File: config.mk
export PLATFORM = sky130hd
export DESIGN_NAME = seg_xlate
export DESIGN_NICKNAME = d
export VERILOG_FILES = /design/src/rtl/seg_xlate.sv
export SDC_FILE = /design/constraint.sdc
export NUM_CORES = 1
export LEC_CHECK = 0
export BUFFER_PORTS_ARGS = -buffer_cell sky130_fd_sc_hd__buf_2
export CORE_ASPECT_RATIO = 0.7
export CORE_MARGIN = 3
export CORE_UTILIZATION = 53
export DETAILED_ROUTE_END_ITERATION = 12
export PLACE_DENSITY = 0.76
export REMOVE_ABC_BUFFERS = 1
export SYNTH_ARGS = -nofsm -noshare
export SYNTH_HDL_FRONTEND = slang
export SYNTH_SLANG_ARGS = --single-unit
File: constraint.sdc
create_clock -name clk -period 3.75 [get_ports clk]
set_input_delay 1.125 -clock clk [delete_from_list [all_inputs] [get_ports clk]]
set_output_delay 1.125 -clock clk [all_outputs]
set_load 0.05 [all_outputs]
File: src/rtl/seg_xlate.sv
module seg_xlate #(
  parameter int SEG_BITS = 2,
  parameter int OFF_BITS = 12,
  parameter int PA_BITS  = 16
) (
  input  logic                          clk,
  input  logic                          rst_n,
  input  logic                          req_valid,
  input  logic [SEG_BITS+OFF_BITS-1:0]  req_addr,
  input  logic                          req_write,
  input  logic                          tbl_we,
  input  logic [SEG_BITS-1:0]           tbl_idx,
  input  logic [PA_BITS-1:0]            tbl_base,
  input  logic [OFF_BITS:0]             tbl_len,
  input  logic [2:0]                    tbl_perm,
  output logic                          rsp_valid,
  output logic [PA_BITS-1:0]            rsp_paddr,
  output logic                          rsp_fault,
  output logic [1:0]                    rsp_cause
);
  localparam int NSEG   = 1 << SEG_BITS;
  localparam int VA_BITS = SEG_BITS + OFF_BITS;
  localparam int P_VAL  = 2;
  localparam int P_RD   = 1;
  localparam int P_WR   = 0;

  logic [PA_BITS-1:0]  base_q [NSEG];
  logic [OFF_BITS:0]   len_q  [NSEG];
  logic [2:0]          perm_q [NSEG];

  always_ff @(posedge clk) begin
    if (!rst_n) begin
      for (int i = 0; i < NSEG; i++) begin
        base_q[i] <= '0;
        len_q[i]  <= '0;
        perm_q[i] <= '0;
      end
    end else if (tbl_we) begin
      base_q[tbl_idx] <= tbl_base;
      len_q[tbl_idx]  <= tbl_len;
      perm_q[tbl_idx] <= tbl_perm;
    end
  end

  logic [SEG_BITS-1:0] seg;
  logic [OFF_BITS-1:0] off;
  logic [2:0]          perm;
  logic                bad_val, bad_len, bad_acc;
  logic [1:0]          cause_d;
  logic [PA_BITS-1:0]  paddr_d;

  assign seg     = req_addr[VA_BITS-1:OFF_BITS];
  assign off     = req_addr[OFF_BITS-1:0];
  assign perm    = perm_q[seg];
  assign bad_val = !perm[P_VAL];
  assign bad_len = {1'b0, off} >= len_q[seg];
  assign bad_acc = req_write ? !perm[P_WR] : !perm[P_RD];
  assign cause_d = bad_val ? 2'd1 : bad_len ? 2'd2 : bad_acc ? 2'd3 : 2'd0;
  assign paddr_d = base_q[seg] + PA_BITS'(off);

  always_ff @(posedge clk) begin
    if (!rst_n) begin
      rsp_valid <= 1'b0;
      rsp_paddr <= '0;
      rsp_fault <= 1'b0;
      rsp_cause <= 2'd0;
    end else begin
      rsp_valid <= req_valid;
      rsp_fault <= req_valid && (cause_d != 2'd0);
      rsp_cause <= req_valid ? cause_d : 2'd0;
      rsp_paddr <= (req_valid && cause_d == 2'd0) ? paddr_d : '0;
    end
  end
endmodule


==> flow_metrics.py <==
metrics = {
    "setup_path": {
        "r2r_slack_ns": 0.91,
        "worstSetupEndpointType": "register",
        "crit_top_cell": "buf_4",
        "worstPathCellList": "buf_2 -> buf_12 -> buf_4 -> mux4_2 -> inv_1 -> ha_1 -> a21oi_1 -> nor2b_1 -> a2111oi_2 -> buf_4 -> o21ai_4 -> buf_4 -> a311oi_1",
        "rr_worst_depth": 10,
        "r2r-end": "rsp_paddr[14]",
        "path_class": "in -> reg",
        "worstSetupStartpointType": "input port",
        "r2r_start": "len_q[0][0]",
        "arrival_ns": 3.81,
        "worstPathMaxFanout": 15,
        "cp.required_ns": 4.06,
        "critPathMaxStageDelay_ns": 0.50,
        "slowest_stage": "mux4_2",
    },
    "global_routing": {
        "track_usage_pct": 23.3,
        "grt_max_degree": 38,
        "grt_pass1_vias": 4609,
        "antenna_found_initial": 0,
        "grt.overflow.total": 0,
        "grt_pass1_wl_um": 25100,
    },
    "run_status": {
        "status": "completed",
    },
    "floorplanning": {
        "fp.dieH_um": 102,
        "dieArea_um2": 14700,
        "initial_core_util_pct": 55.5,
        "die_w_um": 144,
        "num_rows": 34,
        "fp.coreArea_um2": 12700,
        "io_pins": 73,
    },
    "pwr": {
        "p_comb_share_pct": 14.3,
        "ir_drop_uv": 345,
        "internal-power_w": 0.00332,
        "pwr-share-clk_pct": 41.1,
        "power_frac_seq_pct": 44.6,
        "p_per_area_nw_per_um2": 515,
        "p_switching_w": 0.00103,
        "switching_share_pct": 23.7,
        "leakage_nw": 3.47,
    },
    "yosys": {
        "synth_warnings": 0,
        "synth_edf_count": 128,
        "synth_cell_types": 46,
        "yosysMostFrequentCell": "edfxtp_1",
        "synth.area.top_cells": "edfxtp_1 (55%), mux4_2 (10%), and2_1 (8.5%)",
        "synthFlopType": "edfxtp_1",
        "synth_area_per_cell_um2": 14.2,
        "ys_ff_latch": 148,
        "seq_area_frac_synth_pct": 60.3,
        "async_flop_share_pct": 0,
        "syn_area_um2": 7040,
        "synth_cells": 497,
        "yosys-top-cells-count": "edfxtp_1 (128), and2_1 (96), and3_1 (32), mux4_2 (32), ha_1 (24)",
        "netlist.area_leader.share_pct": 54.6,
        "synth_top_area_cell": "edfxtp_1",
    },
    "drt": {
        "wl_per_cell_um": 20.6,
        "via_per_inst": 5.81,
        "drt_wl_total_um": 15900,
        "num_vias": 4494,
        "drc_errors": 0,
        "antenna_left": 0,
        "first_pass_iters": 4,
        "drt_iter0_markers": 307,
    },
    "finish": {
        "fin_util_pct": 66.6,
        "drive_above_1_share_pct": 28.8,
        "final_area_um2": 8440,
        "fin_nets": 676,
        "layout-area-overhead-vs-synth_pct": 19.9,
        "finalNonFillerCells": 773,
        "antenna_cells": 0,
    },
    "timing": {
        "timing.hold.ws_ns": 0.715,
        "layout_min_cycle_time_ns": 3.50,
        "worst_pin_slew_ns": 0.663,
        "setup_viol": 0,
        "period_share_pct": 93.4,
        "skew_ns": 0.00974,
        "relSlewSlack_pct": 55.8,
        "max_freq_mhz": 286,
        "report.final.slew_viol_count": 0,
        "tns_ns": 0,
        "final-hold-violation-count": 0,
        "rsz0062_at_grt": "false",
    },
    "placement": {
        "gp_congestion": 0.911,
        "port_buffers": 72,
        "placed_area_um2": 7820,
        "hpwl_um": 10100,
        "dp_cells": 741,
    },
    "clock_tree": {
        "cts.sinks": 148,
        "cts_resized": 0,
        "holdBufCountCts": 0,
        "post-cts-setup-buffers": 0,
        "numCtsBuffers": 17,
        "clock-root-buffer": "clkbuf_16",
        "clockBufferDepth": 2,
        "cts_tree": "built",
        "clkLatencyLatePin_ns": 0.42,
        "clk_pin_slew_ns": 0.06,
        "cts_htree_levels": 4,
    },
    "worst_hold_path": {
        "worstHoldPathType": "reg -> reg",
        "min-delay-start": "perm_q[2][2]",
        "whs_endpoint": "rsp_fault",
        "min_path_cells": 2,
    },
    "flow_run": {
        "drv_cap": 0,
    },
}
final cells by class:
cell class | instances | area (µm²)
well taps | 162 | 203
flip-flops and latches | 148 | 4240
clock buffers | 19 | 443
multi-input cells | 304 | 2620
repair buffers | 108 | 681
inverters | 19 | 71.3
fillers | 927 | 4240
clock inverters | 13 | 183
power groups by stage:
| stage | Combinational [W] | Sequential, W | Clock, W |
|---|---|---|---|
| 2_1_floorplan | 0.000345 | 0.00200 | 0 |
| 3_3_place_gp | 0.000607 | 0.00197 | 0 |
| 3_5_place_dp | 0.000620 | 0.00197 | 0 |
| 4_1_cts | 0.000626 | 0.00194 | 0.00182 |
| 5_1_grt | 0.000686 | 0.00195 | 0.00188 |
| 6_report | 0.000624 | 0.00194 | 0.00179 |
registers in the layout, summed over array words and instances (netlist names):
name / flops
base_q: 64
rsp_paddr: 16
rsp_valid: 1
perm_q: 12
rsp_fault: 1
len_q: 52
rsp_cause: 2
placed cells by master (no fill, tap or decap), drive strengths merged, types with 4 or more instances in the layout:
cell | synthesis | final
xnor2 | 6 | 6
o21ai | 8 | 8
nand2b | 6 | 6
and2 | 96 | 96
clkbuf | 17 | 19
a21oi | 11 | 11
o21a | 4 | 4
mux4 | 32 | 32
edfxtp | 128 | 128
bufinv | 0 | 4
and3 | 32 | 32
inv | 19 | 20
nor2 | 9 | 9
nor3 | 15 | 15
clkinv | 0 | 5
dfxtp | 20 | 20
buf | 9 | 108
nand2 | 11 | 11
ha | 24 | 24
a21o | 9 | 9
xor2 | 4 | 4
cells by family after synthesis:
logic type               count (synthesis)  share of synthesized area (%)
AO/OA/AOI/OAI                           52                           5.31
XOR/XNOR                                10                           1.24
adder cells (fa/ha/maj)                 25                           4.55
buffers and inverters                   45                           2.75
flip-flops                             148                           60.3
multiplexers                            33                           10.4
AND/OR/NAND/NOR                        184                           15.5
critical path: cells and delay by family:
| family | cells | cell delay (ns) |
|---|---|---|
| buf+inv | 6 | 0.97 |
| compound gates | 4 | 0.85 |
| mux | 1 | 0.50 |
| fa+ha+maj | 1 | 0.23 |
| simple gates | 1 | 0.10 |
per-stage QoR:
stage / setup slack, ns / total power (W)
CTS: 0.220 / 0.00438
detailed placement: -0.199 / 0.00259
global placement: -0.144 / 0.00257
finish: 0.249 / 0.00435
global route: 0.0779 / 0.00452
floorplan: 0.0204 / 0.00234
routing by layer:
| metal | share of wire, % | GRT usage (%) |
|---|---|---|
| met5 | 0 | 0 |
| met4 | 0.85 | 6.08 |
| met3 | 5.7 | 5.29 |
| met1 | 45 | 32.1 |
| met2 | 49 | 38.2 |
worst max path at each step:
stage	startpoint	to	slack [ns]	cells after the start
3_5_place_dp	req_addr[12]	rsp_paddr[8]	-0.20	13
5_1_grt	req_addr[12]	rsp_paddr[8]	0.08	13
4_1_cts	req_addr[12]	rsp_paddr[8]	0.22	13
2_1_floorplan	rst_n	base_q[1][0]	0.02	3
3_3_place_gp	req_addr[12]	rsp_paddr[8]	-0.14	12
6_report	req_addr[12]	rsp_paddr[14]	0.25	13
(Power assumes the default switching activity.)
